File: src/rtl/seg_fetch_pkg.sv
package seg_fetch_pkg;

  typedef enum logic [2:0] {
    ST_OK          = 3'd0,
    ST_LDT_BAD     = 3'd1,
    ST_NULL        = 3'd2,
    ST_LIMIT       = 3'd3,
    ST_BAD_DESC    = 3'd4,
    ST_NOT_PRESENT = 3'd5
  } seg_status_e;

  typedef struct packed {
    logic [31:0] base;
    logic [31:0] limit;
    logic [3:0]  kind;
    logic [1:0]  dpl;
    logic        present;
    logic        seg;
    logic        def32;
    logic        gran;
    logic        valid;
    logic [15:0] gate_sel;
    logic [31:0] gate_off;
    logic [4:0]  gate_cnt;
  } seg_desc_t;

  localparam int unsigned ACC_BIT = 8;

endpackage

File: src/rtl/seg_sel_check.sv
module seg_sel_check
  import seg_fetch_pkg::*;
#(
  parameter int unsigned ADDR_W = 32
) (
  input  logic [15:2]       sel_i,
  input  logic [ADDR_W-1:0] gdt_base_i,
  input  logic [ADDR_W-1:0] gdt_limit_i,
  input  logic              ldt_valid_i,
  input  logic [ADDR_W-1:0] ldt_base_i,
  input  logic [ADDR_W-1:0] ldt_limit_i,
  output seg_status_e       status_o,
  output logic [ADDR_W-1:0] addr_o
);

  logic [ADDR_W-1:0] off;
  logic [ADDR_W-1:0] tbl_base, tbl_lim;
  logic [ADDR_W:0]   last_byte;
  logic              use_ldt;

  always_comb begin
    off        = '0;
    off[15:3]  = sel_i[15:3];
    use_ldt    = sel_i[2];
    tbl_base   = use_ldt ? ldt_base_i  : gdt_base_i;
    tbl_lim    = use_ldt ? ldt_limit_i : gdt_limit_i;
    last_byte  = {1'b0, off} + (ADDR_W+1)'(7);
    addr_o     = tbl_base + off;
    if (use_ldt && !ldt_valid_i)                  status_o = ST_LDT_BAD;
    else if (!use_ldt && (sel_i[15:3] == '0))     status_o = ST_NULL;
    else if (last_byte > {1'b0, tbl_lim})         status_o = ST_LIMIT;
    else                                          status_o = ST_OK;
  end

endmodule

File: src/rtl/seg_desc_decode.sv
module seg_desc_decode
  import seg_fetch_pkg::*;
(
  input  logic [31:0] lo_i,
  input  logic [31:0] hi_i,
  output seg_desc_t   desc_o
);

  logic [3:0]  typ;
  logic [31:0] raw_lim, base_raw;
  logic        unused_hi;

  assign typ       = hi_i[11:8];
  assign raw_lim   = {12'h000, hi_i[19:16], lo_i[15:0]};
  assign base_raw  = {hi_i[31:24], hi_i[7:0], lo_i[31:16]};
  assign unused_hi = ^hi_i[21:20];

  function automatic logic [31:0] scale(input logic [31:0] lim, input logic g, input logic fill);
    if (!g) return lim;
    return {lim[19:0], fill ? 12'hfff : 12'h000};
  endfunction

  always_comb begin
    desc_o         = '0;
    desc_o.kind    = typ;
    desc_o.dpl     = hi_i[14:13];
    desc_o.present = hi_i[15];
    desc_o.seg     = hi_i[12];
    desc_o.gran    = hi_i[23];
    if (hi_i[12]) begin
      desc_o.valid = 1'b1;
      desc_o.base  = base_raw;
      desc_o.def32 = hi_i[22];
      // expand-down data keeps a zero-filled low limit
      desc_o.limit = scale(raw_lim, hi_i[23], !(!typ[3] && typ[2]));
    end else begin
      unique case (typ)
        4'd2: begin
          desc_o.valid = 1'b1;
          desc_o.base  = base_raw;
          desc_o.limit = scale(raw_lim, hi_i[23], 1'b1);
        end
        4'd1, 4'd3, 4'd9, 4'd11: begin
          desc_o.valid = 1'b1;
          desc_o.base  = base_raw;
          desc_o.limit = scale(raw_lim, hi_i[23], 1'b1);
          desc_o.def32 = typ[3];
        end
        4'd5: begin
          desc_o.valid    = 1'b1;
          desc_o.gate_sel = lo_i[31:16];
        end
        4'd4, 4'd6, 4'd7, 4'd12, 4'd14, 4'd15: begin
          if (hi_i[7:5] == 3'b000) begin
            desc_o.valid    = 1'b1;
            desc_o.def32    = typ[3];
            desc_o.gate_sel = lo_i[31:16];
            desc_o.gate_off = {hi_i[31:16], lo_i[15:0]};
            desc_o.gate_cnt = hi_i[4:0];
          end
        end
        default: desc_o.valid = 1'b0;
      endcase
    end
  end

endmodule

File: src/rtl/seg_fetch.sv
module seg_fetch
  import seg_fetch_pkg::*;
#(
  parameter int unsigned ADDR_W = 32
) (
  input  logic              clk_i,
  input  logic              rst_ni,
  input  logic              req_i,
  input  logic [15:0]       selector_i,
  input  logic              touch_i,
  input  logic [ADDR_W-1:0] gdt_base_i,
  input  logic [ADDR_W-1:0] gdt_limit_i,
  input  logic              ldt_valid_i,
  input  logic [ADDR_W-1:0] ldt_base_i,
  input  logic [ADDR_W-1:0] ldt_limit_i,
  output logic              mem_req_o,
  output logic              mem_we_o,
  output logic [ADDR_W-1:0] mem_addr_o,
  output logic [31:0]       mem_wdata_o,
  input  logic              mem_ready_i,
  input  logic [31:0]       mem_rdata_i,
  output logic              busy_o,
  output logic              done_o,
  output logic [2:0]        status_o,
  output logic [1:0]        rpl_o,
  output logic [31:0]       base_o,
  output logic [31:0]       limit_o,
  output logic [3:0]        type_o,
  output logic [1:0]        dpl_o,
  output logic              present_o,
  output logic              seg_o,
  output logic              def32_o,
  output logic              gran_o,
  output logic              valid_o,
  output logic [15:0]       gate_sel_o,
  output logic [31:0]       gate_off_o,
  output logic [4:0]        gate_cnt_o
);

  typedef enum logic [2:0] {
    S_IDLE, S_CHECK, S_READ_LO, S_READ_HI, S_DECODE, S_ACC_RD, S_ACC_WR, S_DONE
  } state_e;

  localparam logic [ADDR_W-1:0] HI_OFS = ADDR_W'(4);

  state_e            state_q;
  logic [15:0]       sel_q;
  logic              touch_q;
  logic [ADDR_W-1:0] addr_q;
  logic [31:0]       lo_q, hi_q, acc_q;
  seg_status_e       status_q, chk_status;
  logic [ADDR_W-1:0] chk_addr;
  seg_desc_t         dec;
  logic              xfer;

  seg_sel_check #(.ADDR_W(ADDR_W)) i_sel_check (
    .sel_i       (sel_q[15:2]),
    .gdt_base_i  (gdt_base_i),
    .gdt_limit_i (gdt_limit_i),
    .ldt_valid_i (ldt_valid_i),
    .ldt_base_i  (ldt_base_i),
    .ldt_limit_i (ldt_limit_i),
    .status_o    (chk_status),
    .addr_o      (chk_addr)
  );

  seg_desc_decode i_decode (
    .lo_i   (lo_q),
    .hi_i   (hi_q),
    .desc_o (dec)
  );

  assign xfer = mem_req_o && mem_ready_i;

  always_ff @(posedge clk_i or negedge rst_ni) begin
    if (!rst_ni) begin
      state_q  <= S_IDLE;
      sel_q    <= '0;
      touch_q  <= 1'b0;
      addr_q   <= '0;
      lo_q     <= '0;
      hi_q     <= '0;
      acc_q    <= '0;
      status_q <= ST_OK;
    end else begin
      unique case (state_q)
        S_IDLE: if (req_i) begin
          sel_q   <= selector_i;
          touch_q <= touch_i;
          state_q <= S_CHECK;
        end
        S_CHECK: begin
          status_q <= chk_status;
          addr_q   <= chk_addr;
          state_q  <= (chk_status == ST_OK) ? S_READ_LO : S_DONE;
        end
        S_READ_LO: if (xfer) begin
          lo_q    <= mem_rdata_i;
          state_q <= S_READ_HI;
        end
        S_READ_HI: if (xfer) begin
          hi_q    <= mem_rdata_i;
          state_q <= S_DECODE;
        end
        S_DECODE: begin
          if (!dec.valid) begin
            status_q <= ST_BAD_DESC;
            state_q  <= S_DONE;
          end else if (touch_q && !dec.present) begin
            status_q <= ST_NOT_PRESENT;
            state_q  <= S_DONE;
          end else if (touch_q && dec.seg) begin
            state_q  <= S_ACC_RD;
          end else begin
            state_q  <= S_DONE;
          end
        end
        // fresh re-read so the update does not clobber a concurrent change
        S_ACC_RD: if (xfer) begin
          acc_q   <= mem_rdata_i;
          state_q <= mem_rdata_i[ACC_BIT] ? S_DONE : S_ACC_WR;
        end
        S_ACC_WR: if (xfer) state_q <= S_DONE;
        S_DONE:   state_q <= S_IDLE;
        default:  state_q <= S_IDLE;
      endcase
    end
  end

  always_comb begin
    mem_req_o   = 1'b0;
    mem_we_o    = 1'b0;
    mem_addr_o  = addr_q + HI_OFS;
    mem_wdata_o = acc_q | (32'd1 << ACC_BIT);
    unique case (state_q)
      S_READ_LO: begin mem_req_o = 1'b1; mem_addr_o = addr_q; end
      S_READ_HI, S_ACC_RD: mem_req_o = 1'b1;
      S_ACC_WR: begin mem_req_o = 1'b1; mem_we_o = 1'b1; end
      default: ;
    endcase
  end

  assign busy_o     = (state_q != S_IDLE);
  assign done_o     = (state_q == S_DONE);
  assign status_o   = status_q;
  assign rpl_o      = sel_q[1:0];
  assign base_o     = dec.base;
  assign limit_o    = dec.limit;
  assign type_o     = dec.kind;
  assign dpl_o      = dec.dpl;
  assign present_o  = dec.present;
  assign seg_o      = dec.seg;
  assign def32_o    = dec.def32;
  assign gran_o     = dec.gran;
  assign valid_o    = dec.valid;
  assign gate_sel_o = dec.gate_sel;
  assign gate_off_o = dec.gate_off;
  assign gate_cnt_o = dec.gate_cnt;

endmodule

File: config.mk
export PLATFORM = sky130hd
export DESIGN_NAME = seg_fetch
export DESIGN_NICKNAME = d
export VERILOG_FILES = /design/src/rtl/seg_fetch_pkg.sv /design/src/rtl/seg_sel_check.sv /design/src/rtl/seg_desc_decode.sv /design/src/rtl/seg_fetch.sv
export SDC_FILE = /design/constraint.sdc
export NUM_CORES = 1
export LEC_CHECK = 0
export ABC_CLOCK_PERIOD_IN_PS = 3650
export BUFFER_PORTS_ARGS = -buffer_cell sky130_fd_sc_hd__buf_2
export CORE_MARGIN = 1.5
export CORE_UTILIZATION = 44
export CTS_BUF_LIST = sky130_fd_sc_hd__clkbuf_16
export DETAILED_ROUTE_END_ITERATION = 6
export GPL_ROUTABILITY_DRIVEN = 0
export PLACE_DENSITY = 0.75
export SYNTH_ARGS = -nofsm -noshare
export SYNTH_HDL_FRONTEND = slang
export SYNTH_SLANG_ARGS = --single-unit
File: constraint.sdc
create_clock -name clk_i -period 3.65 [get_ports clk_i]
set_input_delay 0.5475 -clock clk_i [delete_from_list [all_inputs] [get_ports clk_i]]
set_output_delay 0.5475 -clock clk_i [all_outputs]
set_load 0.05 [all_outputs]
==> reports/results.ini <==
[die]
die-width_um=147.1
fp.dieH_um=147.1
placeableCoreArea_mm2=0.02030
rows=52
die-area_mm2=0.02165
ios=383
start_util=0.4504

[synth]
synth-simple-area-share=0.1928
ys_types=56
synth_top_family_by_area=multiplexers
synth_xor_area_frac=0.05365
ys_ff_latch=150
synth_compound_area_frac=0.07089
muxShareOfSynthArea=0.1995
synth.avg_cell_area_um2=10.04
netlist_area_mm2=0.009143
synth_fa_ha_area_frac=0.03914
synthArstFlopShare=1.000
yosysSeqAreaShare=0.4106
syn-num-nets=1121
synthCells=911
synth_edf_count=0
synth_top_flop_cell=dfrtp_1
ys_warn_count=0

[detailed_routing]
drt_iter0_drc=529
routed_wl_mm=29.16
vias_per_cell=5.266
vias=8178
drc=0
drt-wirelength-per-cell_um=18.77
ant_nets=0
first_pass_iters=5

[final_layout]
nFillCells=1826
final_util=0.5823
layout_commonest_cell=buf_2
drive_gt1_frac=0.4444
final_net_count=1475
area_growth_pct=29.30
mostFrequentLayoutCells=380 x buf_2, 149 x dfrtp_1, 130 x mux2_2

[timing]
worst_slew_pin_slew_ps=1026
slew_viol_final=0
hold_viol=0
clock_skew_ps=17.35
fmax_ghz=0.3069
fin_tns_setup_ps=0
final.period_utilization=0.8928
setup_ws_ps=391.2
whs_ps=100.5
rsz0062_at_grt=no
setup_viol=0
slew-limit-headroom=0.3145
min_period_ps=3259

[worst_setup_path]
cpLargestDelayFamily=simple AND/OR/NAND/NOR gates
crit_fanout=58
arrival_ps=3550
crit_cells=9
required_ps=3940
worst-path-buf-inv=1
cpPeakStageDelay_ps=530
endpoint=addr_q[18]$_DFFE_PN0P_
reg2reg_slack_ps=390
reg2reg_depth=9
path_cells=buf_12 > mux2_2 > ha_1 > nand2_1 > nor4_1 > o32ai_2 > nor3_1 > xor2_1 > o21ai_0
cp-startpoint=sel_q[2]$_DFFE_PN0P_
timing.rr.start=sel_q[2]$_DFFE_PN0P_
end_kind=register
r2r-end=addr_q[18]$_DFFE_PN0P_
startpoint_type=register
path_class=register to register
slowest_stage=dfrtp_2

[global_routing]
grt_pass1_vias=7937
grt_max_degree=63
overflow=0
grt_usage=0.2665
grt_antenna_before_repair=8
grt_pass1_wl_mm=44.65

[clock_tree]
numCtsBuffers=17
path_clk_slew_ps=70
hold_buffers=0
cts.sinks=150
cts_buffer_depth=2
root_buffer=clkbuf_16
insertion_delay_ps=420
cts_tree=built
cts_setup_buffers=0
h-tree-depth=4
cts-resized-gates=0

[place]
hpwl_mm=22.77
detailedPlace.worstSlack_ps=397.6
io_buffers=381

[status]
status=finished, final reports clean

[min_path]
hold_path.class=input port to async pin

[flow_run]
drv_cap=0

[worst min path at each step]
stage	from	endpoint	slack [ps]	cells after the start
detailed placement	status_o[2]$_DFFE_PN0P_	status_o[2]$_DFFE_PN0P_	470	1
global placement	status_o[2]$_DFFE_PN0P_	status_o[2]$_DFFE_PN0P_	460	1
CTS	rst_ni	acc_q[29]$_DFFE_PN0P_	110	1
global route	rst_ni	acc_q[29]$_DFFE_PN0P_	140	1
floorplan	rst_ni	acc_q[0]$_DFFE_PN0P_	250	0
finish	rst_ni	acc_q[30]$_DFFE_PN0P_	100	1
[through the flow]
stage / area, um^2 / std cells
after floorplan: 9143 / 911
after global placement: 11250 / 1516
after detailed placement: 11250 / 1516
after CTS: 11810 / 1548
after global routing: 11820 / 1553
final: 11820 / 1553
[sequential cells by signal, summed over array words and instances (netlist names)]
signal    count
hi_q         32
sel_q        16
lo_q         32
addr_q       32
touch_q       1
status_o      3
acc_q        31
state_q       3
[worst register-to-register path, stage by stage (launching register included)]
cell and delay [ps]:
dfrtp_2 530, buf_12 310, mux2_2 380, ha_1 380, nand2_1 130, nor4_1 530, o32ai_2 310, nor3_1 280
xor2_1 190, o21ai_0 90
[kinds of logic after synthesis]
group | after synthesis
AND/OR/NAND/NOR | 341
multiplexers | 166
flip-flops | 150
AO/OA/AOI/OAI | 103
buffers and inverters | 66
XOR/XNOR | 56
adder cells (fa/ha/maj) | 28
other | 1
[area by class of cell]
class,instances,area (um^2),area share
clock inverter,15,136.4,0.01154
timing repair buffer,392,2021,0.1709
inverter,9,33.78,0.002858
antenna,5,12.51,0.001058
sequential,150,3755,0.3176
multi-input combinational,695,5100,0.4314
clock buffer,17,425.4,0.03599
tap,270,337.8,0.02858
[routing by layer]
metal	global-route usage	wire, um	vias to the layer above
li1	-	-	3897
met1	0.3405	11950	3894
met2	0.4448	14370	337
met3	0.06957	2216	44
met4	0.07650	583	6
met5	0	36	-
[synthesized netlist by cell type, types with 4 or more instances]
library cell | number | area [um^2]
nand2_1 | 75 | 281.5
ha_1 | 27 | 337.8
clkbuf_1 | 34 | 127.6
mux2_2 | 130 | 1464
nor2_1 | 74 | 277.8
nand3_1 | 29 | 145.1
nor4_1 | 10 | 62.56
and3_1 | 17 | 106.4
nand2b_1 | 9 | 56.30
xor2_1 | 26 | 227.7
a21o_1 | 6 | 45.04
xnor2_1 | 30 | 262.8
a211oi_1 | 8 | 60.06
mux2i_1 | 36 | 360.4
and4_1 | 4 | 35.03
o21ai_0 | 43 | 215.2
nand4_1 | 14 | 87.58
inv_1 | 9 | 33.78
dfrtp_1 | 150 | 3754
nor2b_1 | 5 | 31.28
a21oi_1 | 16 | 80.08
buf_4 | 9 | 67.56
nor3_1 | 4 | 20.02
a31oi_1 | 5 | 31.28
buf_2 | 10 | 50.05
and2_1 | 86 | 538.0
Power is not shown: default switching activity piles up to over one toggle a cycle in this logic, so the estimate is an artifact.
